$ cat src/rtl/zc_pkg.sv
package zc_pkg;
  localparam int unsigned PAR_MOD = 2;
  localparam int unsigned DIV_MOD = 3;
  localparam int unsigned RING    = PAR_MOD * DIV_MOD;
  localparam int unsigned CNT_W   = $clog2(RING);

  typedef logic [CNT_W-1:0] ring_t;
endpackage

$ cat src/rtl/zc_step.sv
module zc_step
  import zc_pkg::*;
#(
  parameter int unsigned RING_N = RING
) (
  input  ring_t cur,
  input  logic  adv,
  output ring_t nxt
);
  localparam ring_t LAST = ring_t'(RING_N - 1);

  always_comb begin
    if (!adv)
      nxt = cur;
    else if (cur == LAST)
      nxt = '0;
    else
      nxt = cur + ring_t'(1);
  end
endmodule

$ cat src/rtl/zc_decode.sv
module zc_decode
  import zc_pkg::*;
#(
  parameter int unsigned RING_N = RING,
  parameter int unsigned P_MOD  = PAR_MOD,
  parameter int unsigned D_MOD  = DIV_MOD
) (
  input  ring_t st,
  output logic  par_o,
  output logic  div_o
);
  logic [RING_N-1:0] par_tab;
  logic [RING_N-1:0] div_tab;

  for (genvar s = 0; s < RING_N; s++) begin : g_tab
    assign par_tab[s] = ((s % P_MOD) != 0);
    assign div_tab[s] = ((s % D_MOD) == 0);
  end

  always_comb begin
    par_o = 1'b0;
    div_o = 1'b0;
    for (int i = 0; i < RING_N; i++) begin
      if (st == ring_t'(i)) begin
        par_o = par_tab[i];
        div_o = div_tab[i];
      end
    end
  end
endmodule

$ cat src/rtl/zero_count_tracker.sv
module zero_count_tracker
  import zc_pkg::*;
(
  input  logic clk,
  input  logic rst,
  input  logic bit_valid,
  input  logic bit_in,
  output logic odd_zeros,
  output logic zeros_div3
);
  ring_t state_q;
  ring_t state_d;
  logic  take_zero;
  logic  par_w;
  logic  div_w;

  assign take_zero = bit_valid & ~bit_in;

  zc_step #(.RING_N(RING)) u_step (
    .cur (state_q),
    .adv (take_zero),
    .nxt (state_d)
  );

  always_ff @(posedge clk) begin
    if (rst)
      state_q <= '0;
    else
      state_q <= state_d;
  end

  zc_decode #(.RING_N(RING), .P_MOD(PAR_MOD), .D_MOD(DIV_MOD)) u_dec (
    .st    (state_q),
    .par_o (par_w),
    .div_o (div_w)
  );

  assign odd_zeros  = par_w;
  assign zeros_div3 = div_w;


  reset_state_chk: assert property (@(posedge clk)
    rst |=> (!odd_zeros && zeros_div3));


  hold_on_one_chk: assert property (@(posedge clk) disable iff (rst)
    (bit_valid && bit_in) |=> ($stable(state_q) && $stable(odd_zeros) && $stable(zeros_div3)));


  idle_hold_chk: assert property (@(posedge clk) disable iff (rst)
    !bit_valid |=> $stable(state_q));


  parity_flip_chk: assert property (@(posedge clk) disable iff (rst)
    take_zero |=> (odd_zeros != $past(odd_zeros)));


  div3_drop_chk: assert property (@(posedge clk) disable iff (rst)
    (take_zero && zeros_div3) |=> !zeros_div3);


  wrap_chk: assert property (@(posedge clk) disable iff (rst)
    (take_zero && state_q == ring_t'(RING - 1)) |=> (state_q == '0));
endmodule

$ cat config.mk
export PLATFORM = sky130hd
export DESIGN_NAME = zero_count_tracker
export DESIGN_NICKNAME = d
export VERILOG_FILES = /design/src/rtl/zc_pkg.sv /design/src/rtl/zc_step.sv /design/src/rtl/zc_decode.sv /design/src/rtl/zero_count_tracker.sv
export SDC_FILE = /design/constraint.sdc
export NUM_CORES = 1
export LEC_CHECK = 0
export CAP_MARGIN = 10
export CORE_AREA = 4 4 41 43
export DETAILED_ROUTE_END_ITERATION = 10
export DIE_AREA = 0 0 45 47
export PLACE_DENSITY = 0.38
export SYNTH_ARGS = -nofsm -noshare
export SYNTH_HDL_FRONTEND = slang
export SYNTH_HIERARCHICAL = 1
export SYNTH_SLANG_ARGS = --single-unit
$ cat constraint.sdc
create_clock -name clk -period 1.4 [get_ports clk]
set_input_delay 0.28 -clock clk [delete_from_list [all_inputs] [get_ports clk]]
set_output_delay 0.28 -clock clk [all_outputs]
set_load 0.01 [all_outputs]
==> results of run 1 <==
cells in the mapped netlist:
cell type	n	area share
a21boi_0	1	0.046
nor2b_2	1	0.054
dfxtp_1	3	0.37
nor2b_1	4	0.15
nor2_1	2	0.046
nand2_2	1	0.038
mux2_4	2	0.18
xor2_1	2	0.11
cell type report:
type	count	share of cell area
Multi-Input combinational cell	13	0.366
Timing Repair Buffer	8	0.250
Sequential cell	3	0.223
Clock buffer	4	0.0937
Tap cell	15	0.0670
stage by stage:
stage                     area [sq um]  setup WS [ps]  hold slack [ps]  TNS, ps  power [uW]
after floorplan                    163            363              352        0         116
after global placement             254          -94.7              687     -189         146
after detailed placement           254           -119              704     -231         146
after CTS                          278           33.4              634        0         298
after global routing               280          0.639              645        0         318
final                              280           75.6              635        0         293
where the power goes:
group          leakage, uW  total (uW)  switching (uW)  internal, uW
sequential       0.0000252        93.8            3.35          90.4
clock            0.0000150         153            45.8           107
combinational    0.0000926        47.0            16.3          30.7
routing by layer:
layer,GRT usage,vias up,part of all wire
met5,0,-,0
met2,0.0847,4,0.59
li1,-,74,-
met4,0.0351,0,0
met3,0.0345,0,0.071
met1,0.0294,66,0.34
cells in the final DEF, fill, tap and decap left out:
cell type and instances:
dlygate4sd2_1 2, a21boi_1 1, clkbuf_4 3, clkdlybuf4s50_1 3, nor2_1 2, xor2_1 2
buf_4 3, nor2b_2 1, nand2_2 1, mux2_4 2, dfxtp_1 1, clkbuf_1 1
nor2b_1 4, dfxtp_2 2
worst max path at each step:
| stage | from | endpoint | slack, ps |
|---|---|---|---|
| 2_1_floorplan | bit_valid | state_q[1] | 360 |
| 3_3_place_gp | bit_valid | state_q[1] | -90 |
| 3_5_place_dp | bit_valid | state_q[2] | -120 |
| 4_1_cts | state_q[1] | zeros_div3 | 30 |
| 5_1_grt | state_q[1] | zeros_div3 | 0.6 |
| 6_report | state_q[1] | zeros_div3 | 80 |
timing repair:
item / 4_1_cts / 5_1_grt
setup endpoints to repair: 2 / 2
hold buffers: 0 / 0
resized for setup: 2 / 3
hold endpoints to repair: 0 / 0
buffers inserted: 0 / 0
worst max-delay path, stage by stage, from the launching register on:
cell           delay [ps]
dfxtp_2               320
xor2_1                150
nor2_1                 70
dlygate4sd2_1         270
logic make-up after synthesis:
| kind of cell | Yosys count | share of synthesized area |
|---|---|---|
| and+or+nand+nor | 8 | 0.292 |
| xor gates and xnor gates | 2 | 0.108 |
| DFF | 3 | 0.369 |
| muxes | 2 | 0.185 |
| AOI/OAI and AO/OA | 1 | 0.0462 |
==> metrics, run 1 <==
layout net count=33; Final setup viols=0; Slew @ Worst Pin=170 ps; Biggest register=state_q; Vias/cell=3.35; core area=1300 sq um; Wirelength per Cell=8.14 um; Seq/Total Area, Yosys=0.369; Largest register FFs=3; largest net degree at the start of global routing=6; syn_area_per_cell=10.2 sq um; non-filler cells, final=43; Worst-path clk slew=40 ps; Die Y=47 um; clock sink count=3; clk_lat worst skew=230 ps; setup slack, reg-to-reg=320 ps; Mapped Area=163 sq um; Max-cap violations=0; Hold Path Sink=state_q[0]; filler instances=156; RSZ-0062 raised after global routing=no; Synth Warn #=6; die area=2120 sq um; Post-DRT Antenna Nets=0; total number of vias=144; share of layout cells above drive strength 1=0.429; Worst Path Max Fanout=3; Hold Path Class=primary input to flop; fin. max-slew vios=0; port bufs=5; Critical Path RT=1120 ps; Netlist cell types=8; Final Hold Viols=0; Syn Inst Count=16; Max H-tree Level=1; GRT Overall Usage=0.0457; Largest regs=state_q x3; Critical Path Sink Type=primary output; initial antenna violation count=0; CTS tree=yes; Antenna Cells=0; I/O Pins=6; register area=62.6 sq um; die span in x=45 um; critical path class=flop to primary output; hold path start=rst; shortest period the worst path allows=1320 ps; hold path depth=2; RR Endpoint=state_q[2]; Iteration-0 DRC Markers=3; routability congestion estimate=0.705; Peak VDD IR=283 uV; multi-input logic area=103 sq um; Worst R2R Path Depth=4; Detailed Route WL=350 um; Reg2Reg Launch Point=state_q[0]; pwr dens=1050 nW/um^2; total grt overflow=0; vias in the first global route=172; skew final=2.63 ps; Rel. slew slack=0.887; drt pass-1 iters=2; P_leak=0.000133 uW; number of synthesized register bits=3; # rows=13; Final Core Density=0.215; first-pass GRT wire length=614 um; Initial Utilization=0.125; CTS Root Cell=clkbuf_4; top achievable clock speed=755 MHz; Layout area overhead=72.3%; Startpoint Class=flop; Worst EP arrival=1040 ps; Max Buffers Root-to-Sink=2; drt drc=0; Final period util=0.946; cts bufs inserted=3; placed insts=39; outcome=completed; Synthesized Nets=20
Note: power is estimated with default switching activity, not from simulation.
==> run 2, diff against run 1 <==
- SLEW_MARGIN: default -> 40
==> results of run 2 <==
The final DEF is identical to that of run 1; final timing and power are the same.
==> run 3, diff against run 2 <==
- PLACE_DENSITY: 0.38 -> 0.39
- clock period: 1.4 -> 1.1 ns (I/O delays scaled with it)
==> run 3 against run 2 <==
Effect of this change:
- worst setup slack lost 110 ps
- the run now ends with negative setup slack left
- sequential share of layout area shrank 0.58 points
- critical endpoint unchanged
- highest routed layer is now met4
- critical path depth is the same
- clock skew grew 1.2 ps
- clock power grew 24%
- non-clock buffer count grew 1
- count of clock-buffer cells in the layout is the same
==> metrics, run 3 (synthesis gave the netlist of run 1 again) <==
Flop pwr share=0.322; die span in x=45 um; Antenna Cells=0; Final setup viols=1; Wirelength per Cell=8.66 um; Slowest Stage Delay on Critical Path=330 ps; Sw Share=0.223; GRT Overall Usage=0.0434; Critical Path Sink Type=primary output; Biggest register=state_q; Critical Path RT=880 ps; Worst Path Max Fanout=3; Vias/cell=3.61; Psw=82.8 uW; Worst path depth=3; CTS Root Cell=clkbuf_4; initial antenna violation count=0; CP top delay family=flip-flops; GR peak layer=met2; first-pass GRT wire length=579 um; met3 Track Usage GR=0.0498; M2 GR Usage=0.0621; Max H-tree Level=1; Largest regs=state_q x3; layout net count=34; largest net degree at the start of global routing=4; violated checks=negative setup slack; CTS tree=yes; clock network power share=0.513; placed insts=39; drt drc=0; P_leak=0.000153 uW; port bufs=5; Power Total=370 uW; post-route setup slack=-33.1 ps; total number of vias=159; Logic pwr share=0.164; drt pass-1 iters=1; met1 GRT Util=0.0317; routability congestion estimate=0.621; total grt overflow=0; Final Hold Viols=0; Largest register FFs=3; # rows=13; Worst-path clk slew=40 ps; setup TNS=-33.1 ps; top achievable clock speed=883 MHz; Rel. slew slack=0.926; most frequent cells in the layout=nor2b_1, buf_4, clkbuf_4; fin. max-slew vios=0; vias in the first global route=168; Hold-fix buffers, CTS=0; Buf+Inv Stages, Crit Path=1; Worst R2R Path Depth=4; share of layout cells above drive strength 1=0.517; Worst EP arrival=910 ps; filler instances=152; skew final=3.85 ps; Iteration-0 DRC Markers=0; slowest stage cell, crit path=dfxtp_2; cells along the critical path=xor2_1, nor2_1, buf_2; clk_lat worst skew=230 ps; internal power=288 uW; Max Buffers Root-to-Sink=2; Final period util=1.03; I/O Pins=6; critical path class=flop to primary output; cts bufs inserted=3; Detailed Route WL=381 um; Peak VDD IR=445 uV; Initial Utilization=0.125; hold path depth=2; Layout area overhead=76.9%; core area=1300 sq um; hpwl dp=281 um; shortest period the worst path allows=1130 ps; clock sink count=3; Slew @ Worst Pin=111 ps; Die Y=47 um; outcome=finished with violations; pwr dens=1290 nW/um^2; Hold Path Class=primary input to flop; Startpoint Class=flop; non-filler cells, final=44; die area=2120 sq um; Max-cap violations=0; RSZ-0062 raised after global routing=yes; Post-DRT Antenna Nets=0
==> run 3: stage by stage <==
stage	utilization	worst slack, ps	area [sq um]	hold WS (ps)
2_1_floorplan	-	123	163	292
3_3_place_gp	0.195	-357	254	722
3_5_place_dp	0.195	-381	254	723
4_1_cts	0.217	-57.3	283	574
5_1_grt	0.221	-90.9	288	587
6_report	0.221	-33.1	288	573
==> run 3: final cells by class <==
type | count | area, sq um | area share
Timing Repair Buffer | 9 | 67.6 | 0.235
Multi-Input combinational cell | 13 | 113 | 0.391
Tap cell | 15 | 18.8 | 0.0652
Clock buffer | 4 | 26.3 | 0.0913
Sequential cell | 3 | 62.6 | 0.217
==> run 3: timing repair <==
| action | 4_1_cts | 5_1_grt |
|---|---|---|
| setup buffers | 1 | 0 |
| gates resized for setup | 14 | 1 |
| pin swaps | 1 | 0 |
| setup endpoints to repair | 4 | 3 |
==> run 3: worst paths after layout <==
kind	startpoint	end	slack (ps)
worst max-delay path	state_q[1]	zeros_div3	-30
worst min register to register	state_q[0]	state_q[0]	690
worst max register to register	state_q[0]	state_q[1]	30
worst min-delay path	rst	state_q[2]	570
==> run 3: power by group through the flow <==
stage | clock [uW] | combinational, uW | sequential, uW
finish | 190 | 60.9 | 119
floorplan | 0 | 26.2 | 121
global route | 206 | 66.8 | 120
detailed placement | 0 | 63.9 | 120
CTS | 200 | 59.7 | 120
global placement | 0 | 63.2 | 120
==> run 3: layer usage <==
metal	vias to the layer above	wire, um
li1	79	-
met1	72	166
met2	6	171
met3	2	38
met4	0	4
met5	-	0
